**src/rtl/mar_pkg.sv**
```systemverilog
package mar_pkg;

    typedef enum logic [1:0] {
        TGT_NONE = 2'd0,
        TGT_DRAM = 2'd1,
        TGT_ROM  = 2'd2,
        TGT_PCI  = 2'd3
    } tgt_e;

    localparam logic [1:0] SRC_HOST = 2'd0;
    localparam logic [1:0] SRC_XPCI = 2'd1;

    localparam logic [1:0] REG_RDEN = 2'd0;
    localparam logic [1:0] REG_WREN = 2'd1;
    localparam logic [1:0] REG_TOP  = 2'd2;
    localparam logic [1:0] REG_PSEG = 2'd3;

endpackage

```
**src/rtl/mar_cfg_regs.sv**
```systemverilog
module mar_cfg_regs #(
    parameter int ADDR_W    = 32,
    parameter int SEG_N     = 16,
    parameter logic [ADDR_W-1:0] TOM_RESET = 32'h0100_0000
) (
    input  logic              clk,
    input  logic              rst_n,
    input  logic              we,
    input  logic [1:0]        waddr,
    input  logic [ADDR_W-1:0] wdata,
    output logic [SEG_N-1:0]  rd_en,
    output logic [SEG_N-1:0]  wr_en,
    output logic [ADDR_W-1:0] tom,
    output logic              pseg_en,
    output logic [1:0]        pseg_size
);
    import mar_pkg::*;

    localparam int MB_BITS = 20;

    typedef struct packed {
        logic [SEG_N-1:0]  rden;
        logic [SEG_N-1:0]  wren;
        logic [ADDR_W-1:0] top;
        logic              pen;
        logic [1:0]        psize;
    } cfg_t;

    cfg_t cfg_d, cfg_q;

    always_comb begin
        cfg_d = cfg_q;
        if (we) begin
            unique case (waddr)
                REG_RDEN: cfg_d.rden  = wdata[SEG_N-1:0];
                REG_WREN: cfg_d.wren  = wdata[SEG_N-1:0];
                REG_TOP:  cfg_d.top   = {wdata[ADDR_W-1:MB_BITS], {MB_BITS{1'b0}}};
                REG_PSEG: begin
                    cfg_d.psize = wdata[1:0];
                    cfg_d.pen   = wdata[2];
                end
                default: ;
            endcase
        end
    end

    always_ff @(posedge clk or negedge rst_n) begin
        if (!rst_n) begin
            cfg_q.rden  <= '0;
            cfg_q.wren  <= '0;
            cfg_q.top   <= {TOM_RESET[ADDR_W-1:MB_BITS], {MB_BITS{1'b0}}};
            cfg_q.pen   <= 1'b0;
            cfg_q.psize <= 2'b00;
        end else begin
            cfg_q <= cfg_d;
        end
    end

    logic wdata_unused;
    assign wdata_unused = ^{wdata[MB_BITS-1:SEG_N], wdata[MB_BITS-1:3]};

    assign rd_en     = cfg_q.rden;
    assign wr_en     = cfg_q.wren;
    assign tom       = cfg_q.top;
    assign pseg_en   = cfg_q.pen;
    assign pseg_size = cfg_q.psize;


    top_write_chk: assert property (@(posedge clk) disable iff (!rst_n)
        $past(rst_n) && $past(we) && $past(waddr) == REG_TOP
        |-> tom[ADDR_W-1:MB_BITS] == $past(wdata[ADDR_W-1:MB_BITS]));

endmodule

```
**src/rtl/mar_window.sv**
```systemverilog
module mar_window #(
    parameter int ADDR_W = 32,
    parameter int SEG_N  = 16
) (
    input  logic [ADDR_W-1:0] addr,
    input  logic [ADDR_W-1:0] tom,
    input  logic              pseg_en,
    input  logic [1:0]        pseg_size,
    output logic              in_low,
    output logic              in_vga,
    output logic              in_fw,
    output logic [SEG_N-1:0]  seg_hit,
    output logic              in_ext,
    output logic              in_pseg
);
    localparam int SEG_BITS  = $clog2(SEG_N);
    localparam int SEG_SHIFT = 18 - SEG_BITS;
    localparam logic [ADDR_W-1:0] VGA_BASE = ADDR_W'(32'h000A_0000);
    localparam logic [ADDR_W-1:0] FW_BASE  = ADDR_W'(32'h000C_0000);
    localparam logic [ADDR_W-1:0] EXT_BASE = ADDR_W'(32'h0010_0000);
    localparam logic [ADDR_W-1:0] SZ_MIN   = ADDR_W'(32'h0002_0000);

    logic [ADDR_W-1:0]   pseg_bytes;
    logic [ADDR_W-1:0]   pseg_base;
    logic [SEG_BITS-1:0] seg_idx;

    always_comb begin
        in_low     = addr < VGA_BASE;
        in_vga     = (addr >= VGA_BASE) && (addr < FW_BASE);
        in_fw      = (addr >= FW_BASE) && (addr < EXT_BASE);
        in_ext     = (addr >= EXT_BASE) && (addr < tom);
        pseg_bytes = SZ_MIN << pseg_size;
        pseg_base  = tom - pseg_bytes;
        in_pseg    = pseg_en && in_ext && (addr >= pseg_base);
        seg_idx    = addr[17:SEG_SHIFT];
    end

    for (genvar g = 0; g < SEG_N; g++) begin : g_seg
        assign seg_hit[g] = in_fw && (seg_idx == SEG_BITS'(g));
    end

endmodule

```
**src/rtl/mar_policy.sv**
```systemverilog
module mar_policy #(
    parameter int SEG_N = 16
) (
    input  logic             in_low,
    input  logic             in_vga,
    input  logic             in_fw,
    input  logic [SEG_N-1:0] seg_hit,
    input  logic             in_ext,
    input  logic             in_pseg,
    input  logic [SEG_N-1:0] rd_en,
    input  logic [SEG_N-1:0] wr_en,
    input  logic             write,
    input  logic [1:0]       src,
    input  logic             smm,
    output mar_pkg::tgt_e    target
);
    import mar_pkg::*;

    logic host;
    logic redirect;

    always_comb begin
        host     = (src == SRC_HOST);
        redirect = write ? |(seg_hit & wr_en) : |(seg_hit & rd_en);
        if (in_low) begin
            target = TGT_DRAM;
        end else if (in_vga) begin
            if (!host)     target = TGT_NONE;
            else if (smm)  target = TGT_DRAM;
            else           target = TGT_PCI;
        end else if (in_fw) begin
            if (redirect)  target = TGT_DRAM;
            else if (host) target = TGT_ROM;
            else           target = TGT_NONE;
        end else if (in_ext) begin
            target = (host && in_pseg && !smm) ? TGT_PCI : TGT_DRAM;
        end else begin
            target = host ? TGT_PCI : TGT_NONE;
        end
    end

endmodule

```
**src/rtl/mem_addr_router.sv**
```systemverilog
module mem_addr_router #(
    parameter int ADDR_W = 32,
    parameter int TAG_W  = 4,
    parameter int SEG_N  = 16,
    parameter logic [ADDR_W-1:0] TOM_RESET = 32'h0100_0000
) (
    input  logic              clk,
    input  logic              rst_n,
    input  logic              cfg_we,
    input  logic [1:0]        cfg_addr,
    input  logic [ADDR_W-1:0] cfg_wdata,
    input  logic              req_valid,
    input  logic [TAG_W-1:0]  req_tag,
    input  logic [ADDR_W-1:0] req_addr,
    input  logic              req_write,
    input  logic [1:0]        req_src,
    input  logic              req_smm,
    output logic              rsp_valid,
    output logic [TAG_W-1:0]  rsp_tag,
    output logic [1:0]        rsp_target,
    output logic              rsp_claim
);
    import mar_pkg::*;

    typedef struct packed {
        logic             valid;
        logic [TAG_W-1:0] tag;
        tgt_e             tgt;
    } rsp_t;

    logic [SEG_N-1:0]  rd_en, wr_en, seg_hit;
    logic [ADDR_W-1:0] tom;
    logic              pseg_en;
    logic [1:0]        pseg_size;
    logic              in_low, in_vga, in_fw, in_ext, in_pseg;
    tgt_e              tgt_next;
    rsp_t              rsp_d, rsp_q;

    mar_cfg_regs #(.ADDR_W(ADDR_W), .SEG_N(SEG_N), .TOM_RESET(TOM_RESET)) u_cfg (
        .clk(clk), .rst_n(rst_n), .we(cfg_we), .waddr(cfg_addr), .wdata(cfg_wdata),
        .rd_en(rd_en), .wr_en(wr_en), .tom(tom), .pseg_en(pseg_en), .pseg_size(pseg_size)
    );

    mar_window #(.ADDR_W(ADDR_W), .SEG_N(SEG_N)) u_win (
        .addr(req_addr), .tom(tom), .pseg_en(pseg_en), .pseg_size(pseg_size),
        .in_low(in_low), .in_vga(in_vga), .in_fw(in_fw), .seg_hit(seg_hit),
        .in_ext(in_ext), .in_pseg(in_pseg)
    );

    mar_policy #(.SEG_N(SEG_N)) u_pol (
        .in_low(in_low), .in_vga(in_vga), .in_fw(in_fw), .seg_hit(seg_hit),
        .in_ext(in_ext), .in_pseg(in_pseg), .rd_en(rd_en), .wr_en(wr_en),
        .write(req_write), .src(req_src), .smm(req_smm), .target(tgt_next)
    );

    always_comb begin
        rsp_d       = rsp_q;
        rsp_d.valid = req_valid;
        if (req_valid) begin
            rsp_d.tag = req_tag;
            rsp_d.tgt = tgt_next;
        end
    end

    always_ff @(posedge clk or negedge rst_n) begin
        if (!rst_n) begin
            rsp_q.valid <= 1'b0;
            rsp_q.tag   <= '0;
            rsp_q.tgt   <= TGT_NONE;
        end else begin
            rsp_q <= rsp_d;
        end
    end

    assign rsp_valid  = rsp_q.valid;
    assign rsp_tag    = rsp_q.tag;
    assign rsp_target = rsp_q.tgt;
    assign rsp_claim  = rsp_q.valid && (rsp_q.tgt != TGT_NONE);


    valid_latency_chk: assert property (@(posedge clk) disable iff (!rst_n)
        $past(rst_n) |-> rsp_valid == $past(req_valid));


    tag_follow_chk: assert property (@(posedge clk) disable iff (!rst_n)
        $past(rst_n) && rsp_valid |-> rsp_tag == $past(req_tag));


    low_mem_chk: assert property (@(posedge clk) disable iff (!rst_n)
        $past(rst_n) && rsp_valid && $past(in_low) |-> rsp_target == TGT_DRAM);


    vga_smm_chk: assert property (@(posedge clk) disable iff (!rst_n)
        $past(rst_n) && rsp_valid && $past(in_vga && req_smm && req_src == SRC_HOST)
        |-> rsp_target == TGT_DRAM);


    pseg_guard_chk: assert property (@(posedge clk) disable iff (!rst_n)
        $past(rst_n) && rsp_valid && $past(in_pseg && !req_smm && req_src == SRC_HOST)
        |-> rsp_target == TGT_PCI);


    nonhost_mem_only_chk: assert property (@(posedge clk) disable iff (!rst_n)
        $past(rst_n) && rsp_valid && $past(req_src) != SRC_HOST
        |-> rsp_target == TGT_NONE || rsp_target == TGT_DRAM);

endmodule

```
**config.mk**
```make
export PLATFORM = sky130hd
export DESIGN_NAME = mem_addr_router
export DESIGN_NICKNAME = d
export VERILOG_FILES = /design/src/rtl/mar_pkg.sv /design/src/rtl/mar_cfg_regs.sv /design/src/rtl/mar_window.sv /design/src/rtl/mar_policy.sv /design/src/rtl/mem_addr_router.sv
export SDC_FILE = /design/constraint.sdc
export NUM_CORES = 1
export LEC_CHECK = 0
export ABC_CLOCK_PERIOD_IN_PS = 4700
export BUFFER_PORTS_ARGS = -buffer_cell sky130_fd_sc_hd__buf_2
export CORE_AREA = 2 2 66 115
export DETAILED_ROUTE_END_ITERATION = 8
export DIE_AREA = 0 0 68 117
export GPL_ROUTABILITY_DRIVEN = 0
export PLACE_DENSITY = 0.84
export SYNTH_ARGS = -nofsm -noshare
export SYNTH_HDL_FRONTEND = slang
export SYNTH_SLANG_ARGS = --single-unit
export TNS_END_PERCENT = 100
```
**constraint.sdc**
```tcl
create_clock -name clk -period 4.7 [get_ports clk]
set_clock_uncertainty 0.05 [all_clocks]
set_input_delay 0.235 -clock clk [delete_from_list [all_inputs] [get_ports clk]]
set_output_delay 0.235 -clock clk [all_outputs]
set_load 0.05 [all_outputs]
```
==> summary.md <==
| Metric | Value |
|---|---|
| Status | `completed` |
| Initial antenna violation count | `0` |
| Num CTS Buffers | `5` |
| Lkg Pwr | `1.85 nW` |
| Synth Flop Type | `dfrtp_1` |
| Biggest area consumer among synthesized cells | `dfrtp_1` |
| Placed Cells | `452` |
| R2R cell count | `12` |
| Yosys reg bits | `54` |
| Measured slew at the worst slew-check pin | `0.807 ns` |
| Via count | `2,618` |
| Final Util | `0.563` |
| Cell with the most instances after synthesis | `dfrtp_1` |
| Ys Warns | `0` |
| TNS Setup | `0 ns` |
| Longest Clk Path Bufs | `2` |
| Fin area | `3980 um2` |
| PD cells | `356 nW/um2` |
| Worst Setup SP | `u_cfg.pseg_size[0]$_DFFE_PN0P_` |
| Hold Violations, Final | `0` |
| Reg2reg end | `rsp_target[1]$_DFFE_PN0P_` |
| I/O pin count | `86` |
| Syn nets | `421` |
| Area share of the largest cell type after synthesis | `0.384` |
| Post-CTS Setup Inserts | `0` |
| Layout cells sized above 1 | `0.364` |
| Critical path destination | `rsp_target[1]$_DFFE_PN0P_` |
| Fin worst setup slack | `1.39 ns` |
| Post-synth top cells | `dfrtp_1, mux2_2, ha_1` |
| Max Cap Viol | `0` |
| Final routed DRC violation total | `0` |
| Later-pin clock latency in the skew report | `0.29 ns` |
| Vias in the first global route | `2,704` |
| RSZ-0062 raised after global routing | `no` |
| Hold WS | `0.0127 ns` |
| Dpl cell area | `3840 um2` |
| Top cells by area, synth | `dfrtp_1, mux2_2, ha_1, xnor2_1, inv_1` |
| Die Y-Extent | `117 um` |
| Setup CP Type | `reg2reg` |
| CP arrival | `3.45 ns` |
| Syn Inst Count | `308` |
| First-pass GRT wire length | `11,800 um` |
| Core area | `7080 um2` |
| R2r setup slk | `1.39 ns` |
| Pin count of the biggest net entering global routing | `55` |
| Critical R2R Launch | `u_cfg.pseg_size[0]$_DFFE_PN0P_` |
| Row cnt | `41` |
| Final Max Slew Viols | `0` |
| Vias per cell | `5.69` |
| VDD IR max | `0.203 mV` |
| Starting density of the core | `0.487` |
| GRT overflow | `0` |
| Clock transition at the registers of the reported paths | `0.07 ns` |
| Die Width | `68 um` |
| Highest Clock Rate | `302 MHz` |
| Fillcell total | `634` |
| Pre-CTS setup slack | `1.38 ns` |
| Total power | `1.42 mW` |
| TritonCTS clock tree | `yes` |
| Final worst path period share | `0.705` |
| Final worst path period need | `3.31 ns` |
| Worst Hold Class | `in2async` |
| Area Growth Syn to Fin | `15.5%` |
| Slew margin rel. | `0.460` |
| Hold-fix buffers, CTS | `0` |
| Detailed placement HPWL | `6220 um` |
| Startpoint Class | `flip-flop` |
| Nets | `486` |
| Crit path max fanout | `5` |
| Initial DRC count | `52` |
| Worst Path Required | `4.84 ns` |
| Gr usage total | `0.201` |
| Final WL | `7680 um` |
| CTS H-tree depth | `2` |
| Setup-failing EPs final | `0` |
| Post-synth EDFFs | `0` |
| CP endpoint kind | `flip-flop` |
| Cts repair resizes | `0` |
| Post-Layout Cell Count | `460` |
| Synth async-reset ratio | `1.00` |
| Final ANT Viol Nets | `0` |
| Syn Area/Cell | `11.2 um2` |
| Drt first pass iters | `4` |
| Clock root buffer | `clkbuf_16` |
| Synth cell types | `56` |
| Final antenna diode count | `0` |
| Post-synthesis cell area | `3450 um2` |
| WL per Instance | `16.7 um` |
| Register area share after synthesis | `0.392` |
| Clk sinks | `54` |
| Port Buffers | `67` |
| Die area | `7960 um2` |
worst max-delay path, cell delays in order (launching register included):
cell and delay [ns]:
dfrtp_1 0.41, ha_1 0.20, inv_1 0.05, ha_1 0.18
or4_4 0.46, nor4_4 0.31, xnor2_1 0.16, ha_1 0.26
a21o_1 0.18, a211oi_1 0.23, o21ai_0 0.12, a221o_1 0.37
a31o_1 0.21
worst min-delay path by stage:
stage                      from                         end  slack [ns]  cells after the start
final                     rst_n  u_cfg.rd_en[9]$_DFFE_PN0P_        0.01                      2
after global placement    rst_n   u_cfg.tom[21]$_DFFE_PN0P_        0.34                      2
after detailed placement  rst_n   u_cfg.tom[23]$_DFFE_PN0P_        0.35                      2
after CTS                 rst_n  u_cfg.rd_en[0]$_DFFE_PN0P_        0.04                      2
after floorplan           rst_n      rsp_tag[0]$_DFFE_PN0P_       -0.11                      0
after global routing      rst_n  u_cfg.rd_en[0]$_DFFE_PN0P_        0.09                      2
cells in the final DEF, fill, tap and decap left out, types with 5 or more instances in the layout:
cell type and instances:
a31oi_1 5, clkbuf_16 5, buf_2 67, mux2_2 52, ha_1 35, xnor2_1 10, o21ai_0 7, nor4_1 7
dfrtp_1 53, nor2_1 13, nand2_1 13, inv_1 23, mux2i_1 7, a21oi_1 12
power breakdown:
part | leakage (nW) | internal [mW] | switching [mW]
Combinational | 1.14 | 0.210 | 0.220
Clock | 0.0712 | 0.213 | 0.155
Sequential | 0.637 | 0.550 | 0.0711
Total | 1.85 | 0.973 | 0.446
area by class of cell:
type | count | area [um2] | share of cell area
clock buffers | 8 | 146 | 0.0368
inverters | 24 | 90.1 | 0.0226
multi-input cells | 219 | 1940 | 0.486
repair buffers | 69 | 350 | 0.0880
flip-flops and latches | 54 | 1350 | 0.340
well taps | 86 | 108 | 0.0270
cell families after synthesis:
| logic type | count (synthesis) | share of synthesized area |
|---|---|---|
| fa+ha+maj | 35 | 0.127 |
| compound gates | 54 | 0.110 |
| xor+xnor | 10 | 0.0254 |
| buf+inv | 35 | 0.0468 |
| flops | 54 | 0.392 |
| mux | 59 | 0.190 |
| simple gates | 61 | 0.109 |
state kept, by name (all words and copies together), names as in the netlist:
name             flops
u_cfg.wr_en         16
u_cfg.pseg_en        1
u_cfg.tom           12
rsp_valid            1
rsp_target           2
rsp_tag              4
u_cfg.pseg_size      2
u_cfg.rd_en         16
layer usage:
metal | global-route usage | vias to the layer above | share of wire
met5 | 0 | - | 0
met4 | 0.0853 | 0 | 0.026
met1 | 0.184 | 1279 | 0.36
li1 | - | 1266 | -
met2 | 0.407 | 60 | 0.58
met3 | 0.0344 | 13 | 0.034
Note: power is estimated with default switching activity, not from simulation.
